==> config.mk <==
export PLATFORM = sky130hd
export DESIGN_NAME = lcd_bus_master
export DESIGN_NICKNAME = d
export VERILOG_FILES = /design/src/rtl/lcdm_pkg.sv /design/src/rtl/lcdm_cfg_latch.sv /design/src/rtl/lcdm_phase_ctr.sv /design/src/rtl/lcdm_busy_eval.sv /design/src/rtl/lcd_bus_master.sv
export SDC_FILE = /design/constraint.sdc
export NUM_CORES = 1
export LEC_CHECK = 0
export BUFFER_PORTS_ARGS = -buffer_cell sky130_fd_sc_hd__buf_2
export CORE_MARGIN = 5
export CORE_UTILIZATION = 50
export CTS_BUF_LIST = sky130_fd_sc_hd__clkbuf_2
export CTS_CLUSTER_SIZE = 10
export DETAILED_ROUTE_END_ITERATION = 10
export GPL_ROUTABILITY_DRIVEN = 0
export GPL_TIMING_DRIVEN = 0
export PLACE_DENSITY = 0.83
export SYNTH_ARGS = -nofsm -noshare
export SYNTH_HDL_FRONTEND = slang
export SYNTH_SLANG_ARGS = --single-unit
==> constraint.sdc <==
create_clock -name clk -period 2.1 [get_ports clk]
set_clock_uncertainty 0.2 [all_clocks]
set_input_delay 0.525 -clock clk [delete_from_list [all_inputs] [get_ports clk]]
set_output_delay 0.525 -clock clk [all_outputs]
set_load 0.02 [all_outputs]
==> src/rtl/lcdm_pkg.sv <==
// Shared definitions for the parallel LCD bus master.
// Assumes nothing beyond IEEE 1800-2017 constant functions.
package lcdm_pkg;

    // Phase of the bus cycle currently being played out.
    typedef enum logic [2:0] {
        PH_IDLE,
        PH_SETUP,
        PH_STROBE,
        PH_HOLD,
        PH_RECOVER
    } lcdm_phase_e;

    // Largest of three widths, used to size the shared phase counter.
    function automatic int lcdm_max3(int a, int b, int c);
        int m;
        m = (a > b) ? a : b;
        return (m > c) ? m : c;
    endfunction

endpackage

==> src/rtl/lcdm_cfg_latch.sv <==
// Configuration snapshot register.
// Captures the whole configuration vector on the accepting edge so that a
// transfer runs with the values present when it was taken. Resets to zero.
module lcdm_cfg_latch #(
    parameter int W = 8
) (
    input  logic         clk,
    input  logic         rst_n,
    input  logic         load,
    input  logic [W-1:0] d,
    output logic [W-1:0] q
);

    // Hold the configuration captured at the last accepted request.
    always_ff @(posedge clk) begin
        if (!rst_n)    q <= '0;
        else if (load) q <= d;
    end

endmodule

==> src/rtl/lcdm_phase_ctr.sv <==
// Down counter that times every bus phase.
// Loading value v makes the current phase last v+1 cycles; zero flags the
// final cycle. Assumes load wins over counting.
module lcdm_phase_ctr #(
    parameter int CW = 4
) (
    input  logic          clk,
    input  logic          rst_n,
    input  logic          load,
    input  logic [CW-1:0] load_val,
    output logic          zero
);

    logic [CW-1:0] cnt;

    // Load a new phase length or count down toward zero.
    always_ff @(posedge clk) begin
        if (!rst_n)          cnt <= '0;
        else if (load)       cnt <= load_val;
        else if (cnt != '0)  cnt <= cnt - 1'b1;
    end

    assign zero = (cnt == '0);

endmodule

==> src/rtl/lcdm_busy_eval.sv <==
// Status-byte busy evaluator.
// Reports busy when any masked bit sits at its busy level: high when inv is 0,
// low when inv is 1. Purely combinational.
module lcdm_busy_eval #(
    parameter int DW = 8
) (
    input  logic [DW-1:0] status,
    input  logic [DW-1:0] mask,
    input  logic          inv,
    output logic          busy
);

    assign busy = |(mask & (status ^ {DW{inv}}));

endmodule

==> src/rtl/lcd_bus_master.sv <==
// Parallel LCD bus master.
// Plays out one host access per request with programmable setup/hold, strobe
// width and recovery, in either separate-strobe or enable+R/W signalling, then
// optionally polls a status byte until no masked bit is busy. Configuration is
// sampled at acceptance; pins are decoded from registered state only.
module lcd_bus_master #(
    parameter int DATA_W  = 8,
    parameter int SETUP_W = 2,
    parameter int ACC_W   = 4,
    parameter int WAIT_W  = 2
) (
    input  logic              clk,
    input  logic              rst_n,
    input  logic              cfg_mode6800,
    input  logic [SETUP_W-1:0] cfg_setup,
    input  logic [ACC_W-1:0]  cfg_width,
    input  logic [WAIT_W-1:0] cfg_wait,
    input  logic              cfg_recover_sel,
    input  logic              cfg_busy_en,
    input  logic              cfg_busy_inv,
    input  logic              cfg_busy_rs,
    input  logic [DATA_W-1:0] cfg_busy_mask,
    input  logic              req,
    input  logic              req_read,
    input  logic              req_rs,
    input  logic [DATA_W-1:0] req_wdata,
    output logic              ready,
    output logic              done,
    output logic [DATA_W-1:0] rdata,
    output logic              lcd_rs,
    output logic              lcd_rd_n,
    output logic              lcd_wr_n,
    output logic              lcd_e,
    output logic              lcd_rw,
    output logic [DATA_W-1:0] lcd_d_out,
    output logic              lcd_d_oe,
    input  logic [DATA_W-1:0] lcd_d_in
);
    import lcdm_pkg::*;

    localparam int CNT_W = lcdm_max3(SETUP_W, ACC_W, WAIT_W);
    localparam int CFG_W = DATA_W + SETUP_W + ACC_W + WAIT_W + 5;

    lcdm_phase_e       ph, ph_n;
    logic              accept, ld, zero, fin, go_poll, busy_now, busy_q;
    logic [CNT_W-1:0]  ld_val;
    logic              in_poll, cur_read, cur_rs;
    logic [DATA_W-1:0] cur_wdata, rdata_q;
    logic [CFG_W-1:0]  cfg_d, cfg_q;

    logic              l_mode, l_rsel, l_ben, l_binv, l_brs;
    logic [SETUP_W-1:0] l_setup;
    logic [ACC_W-1:0]  l_width;
    logic [WAIT_W-1:0] l_wait;
    logic [DATA_W-1:0] l_bmask;

    assign accept = (ph == PH_IDLE) && req;
    assign cfg_d  = {cfg_mode6800, cfg_setup, cfg_width, cfg_wait, cfg_recover_sel,
                     cfg_busy_en, cfg_busy_inv, cfg_busy_rs, cfg_busy_mask};
    assign {l_mode, l_setup, l_width, l_wait, l_rsel,
            l_ben, l_binv, l_brs, l_bmask} = cfg_q;

    lcdm_cfg_latch #(.W(CFG_W)) u_cfg (
        .clk(clk), .rst_n(rst_n), .load(accept), .d(cfg_d), .q(cfg_q)
    );

    lcdm_phase_ctr #(.CW(CNT_W)) u_ctr (
        .clk(clk), .rst_n(rst_n), .load(ld), .load_val(ld_val), .zero(zero)
    );

    lcdm_busy_eval #(.DW(DATA_W)) u_busy (
        .status(lcd_d_in), .mask(l_bmask), .inv(l_binv), .busy(busy_now)
    );

    // Phase sequencing: choose the next phase and the length to load.
    always_comb begin
        ph_n    = ph;
        ld      = 1'b0;
        ld_val  = '0;
        fin     = 1'b0;
        go_poll = 1'b0;
        case (ph)
            PH_IDLE: if (req) begin
                ph_n = PH_SETUP; ld = 1'b1; ld_val = CNT_W'(cfg_setup);
            end
            PH_SETUP: if (zero) begin
                ph_n = PH_STROBE; ld = 1'b1; ld_val = CNT_W'(l_width);
            end
            PH_STROBE: if (zero) begin
                ph_n = PH_HOLD; ld = 1'b1; ld_val = CNT_W'(l_setup);
            end
            PH_HOLD: if (zero) begin
                ph_n = PH_RECOVER; ld = 1'b1;
                ld_val = l_rsel ? CNT_W'(l_width) : CNT_W'(l_wait);
            end
            PH_RECOVER: if (zero) begin
                if (in_poll ? busy_q : l_ben) begin
                    ph_n = PH_SETUP; ld = 1'b1; ld_val = CNT_W'(l_setup);
                    go_poll = 1'b1;
                end else begin
                    ph_n = PH_IDLE; fin = 1'b1;
                end
            end
            default: ph_n = PH_IDLE;
        endcase
    end

    // State, request capture, read capture and busy sampling.
    always_ff @(posedge clk) begin
        if (!rst_n) begin
            ph        <= PH_IDLE;
            done      <= 1'b0;
            in_poll   <= 1'b0;
            cur_read  <= 1'b0;
            cur_rs    <= 1'b0;
            cur_wdata <= '0;
            rdata_q   <= '0;
            busy_q    <= 1'b0;
        end else begin
            ph   <= ph_n;
            done <= fin;
            if (accept) begin
                cur_read  <= req_read;
                cur_rs    <= req_rs;
                cur_wdata <= req_wdata;
                in_poll   <= 1'b0;
            end
            if (ph == PH_RECOVER && zero) in_poll <= go_poll;
            if (ph == PH_STROBE && zero) begin
                if (in_poll)       busy_q  <= busy_now;
                else if (cur_read) rdata_q <= lcd_d_in;
            end
        end
    end

    logic acc_on, strb, acc_rd;
    assign acc_on = (ph == PH_SETUP) || (ph == PH_STROBE) || (ph == PH_HOLD);
    assign strb   = (ph == PH_STROBE);
    assign acc_rd = in_poll || cur_read;

    assign ready     = (ph == PH_IDLE);
    assign rdata     = rdata_q;
    assign lcd_rs    = acc_on && (in_poll ? l_brs : cur_rs);
    assign lcd_rw    = !(l_mode && acc_on && !acc_rd);
    assign lcd_e     = l_mode && strb;
    assign lcd_rd_n  = !(!l_mode && strb && acc_rd);
    assign lcd_wr_n  = !(!l_mode && strb && !acc_rd);
    assign lcd_d_oe  = acc_on && !acc_rd;
    assign lcd_d_out = lcd_d_oe ? cur_wdata : '0;

endmodule

==> reports/metrics.yaml <==
synth:
  synth.most_common_cell: "nand2_1"
  synth-edff-count: 0
  syn_area_um2: 2350
  synth_nets: 314
  ys_seq_area_share_pct: 41.8
  yosys_warnings: 0
  synth_top_area_cell: "dfxtp_1"
  yosysUniqueCellTypes: 46
  synthTopCellsByArea: "dfxtp_1, nand2_1, a21boi_0, mux2i_1, xor2_1"
  synth_top_area_share_pct: 41.8
  synth_flop_cell: "dfxtp_1"
  synthArstFlopShare_pct: 0
  ys_top_cells_by_count: "nand2_1, dfxtp_1, a21boi_0, and2_1"
  synth_cells: 271
  synth_area_per_cell_um2: 8.66
  ys_seq_elements: 49
sta:
  grt_setup_unrepaired: "true"
  hold_violations: 0
  period_share_pct: 115
  slew_headroom_pct: 70.3
  setup_tns_ns: -3.42
  drv_slew: 0
  period_minus_slack_ns: 2.41
  hold_slack_ns: 0.0764
  finalSetupViolCount: 14
  tightest_slew_ns: 0.445
  fin_ws_ns: -0.310
  fmax_ghz: 0.415
placed_design:
  portBuffers: 64
  dpl.cell_count: 389
  place_area_um2: 2740
  hpwlAfterDp_mm: 4.08
clocking:
  ctsHtreeMaxLevel: 2
  cts_num_sinks: 49
  clock_latency_ns: 0.44
  cts_buffers: 5
  cts_root_buf: "clkbuf_2"
  cts_tree: "yes"
  clk_pin_slew_ns: 0.26
  cts_max_path_buffers: 2
global_routing:
  grt.overflow.total: 0
  grt_pass1_wl_mm: 9.24
  grt_usage_pct: 18.9
  grt_start_max_net_pins: 16
  antenna_found_initial: 0
  grt_pass1_vias: 1984
floorplanning:
  dieArea_um2: 6160
  ios: 66
  die_w_um: 78.5
  rows: 25
  core-area_um2: 4630
  start_util_pct: 50.7
  die_h_um: 78.5
finish:
  drive_gt1_share_pct: 33.4
  fin_nets: 392
  fin_cells: 404
  syn_to_final_growth_pct: 27.6
  diodes: 0
  final_util_pct: 64.7
  fin_area_um2: 2990
worst_hold_path:
  hold_class: "in -> reg"
  hold_depth: 3
drt:
  avgViaCountPerCell: 5.20
  route.detailed.drc: 0
  vias: 2101
  drtIter0Drc: 191
  routedWlPerCell_um: 14.1
  drt_wl_total_mm: 5.70
  drtAntennaViolNets: 0
  first_pass_iters: 4
setup_path:
  start_kind: "flip-flop"
  arrival_ns: 1.68
  crit_path_end_kind: "primary output"
  worst-path-max-fanout: 10
  r2r_cells: 7
  critical_path_required_ns: 1.37
  worstSetupPathType: "reg -> out"
run:
  maxCapViolations: 0
power:
  power-per-cell-area_nw_per_um2: 1000
  p_leak_uw: 0.00132
  vdd_drop_max_mv: 0.592
run_status:
  status: "finished, violations left"
  failed_checks: "negative setup slack"
-- cell type report --
cell class / instances / area (um^2)
repair buffers: 71 / 455
fillers: 382 / 1640
clock buffers: 5 / 25.0
plain buffers: 20 / 115
well taps: 54 / 67.6
inverters: 2 / 7.51
multi-input cells: 200 / 1320
flip-flops and latches: 49 / 985
clock inverters: 3 / 17.5
-- registers in the layout (all words and copies together) (netlist names) --
name	count
in_poll	1
cur_read	1
cur_wdata	8
busy_q	1
cur_rs	1
u_cfg.q	21
done	1
ph	3
u_ctr.cnt	4
rdata	8
-- per-stage QoR --
step                setup slack [ns]  power (uW)
finish                        -0.310        2990
global route                  -0.405        3200
CTS                           -0.344        2890
detailed placement           -0.0144        2340
global placement             -0.0138        2310
floorplan                     0.0830        2040
-- worst paths after layout --
check / from / to / slack [ns]
setup / recovery: ph[0] / lcd_rd_n / -0.31
hold / removal: req_wdata[1] / cur_wdata[1] / 0.08
setup reg to reg: u_ctr.cnt[1] / u_ctr.cnt[3] / 0.10
hold reg to reg: cur_wdata[0] / cur_wdata[0] / 0.27
-- kinds of logic (layout without fill, tap and decap cells) --
logic type	after synthesis	count (layout)	synth area share [%]
AND/OR/NAND/NOR	117	117	25.0
AO/OA/AOI/OAI	58	58	18.2
flip-flops	49	49	41.8
buffers and inverters	22	101	4.64
XOR/XNOR	12	12	4.48
multiplexers	12	12	5.39
adder cells (fa/ha/maj)	1	1	0.533
-- layout by cell type, fill, tap and decap left out, types with 2 or more instances in the layout --
master,n
o21ai_0,5
nor3_4,2
buf_6,18
or3b_1,2
dfxtp_2,3
and2_1,2
nand2b_1,5
a21boi_0,27
mux2i_1,9
nor3_1,3
mux2_2,2
xor2_1,9
nand2_1,66
a21oi_1,2
o22ai_1,3
clkinv_2,2
nand3_1,3
a21boi_1,6
nor2b_1,8
buf_4,5
inv_1,2
nor2_1,3
a22o_1,2
and2_4,8
dfxtp_1,46
xnor2_1,3
clkbuf_2,6
a31oi_1,2
a221oi_1,2
clkbuf_1,8
or3_1,2
buf_2,59
-- critical path: stages, from the launching register on --
cell,delay [ns]
dfxtp_2,0.38
buf_6,0.14
nor3b_2,0.25
nor2b_2,0.20
o21ai_0,0.12
buf_2,0.18
-- power breakdown --
part | leakage, uW | internal (uW) | switching (uW) | total (uW)
Sequential | 0.000402 | 1080 | 114 | 1200
Clock | 0.0000287 | 77.7 | 300 | 378
Combinational | 0.000894 | 646 | 772 | 1420
Total | 0.00132 | 1810 | 1190 | 2990
-- what timing repair did --
| action | CTS | global route |
|---|---|---|
| pin swaps | 11 | 3 |
| cloned | 1 | 0 |
| setup endpoints to repair | 15 | 29 |
| gates resized for setup | 40 | 12 |
| endpoints found under the hold margin | 0 | 0 |
| hold buffers | 0 | 0 |
| buffers inserted | 4 | 2 |
-- layer usage --
metal  up-vias  global-route usage (%)  share of wire, %
met5         -                       0                 0
li1       1070                       -                 -
met3         8                    6.19               6.2
met1       973                    23.9                43
met2        50                    30.5                49
met4         0                    5.77               1.1
Note: power is estimated with default switching activity, not from simulation.
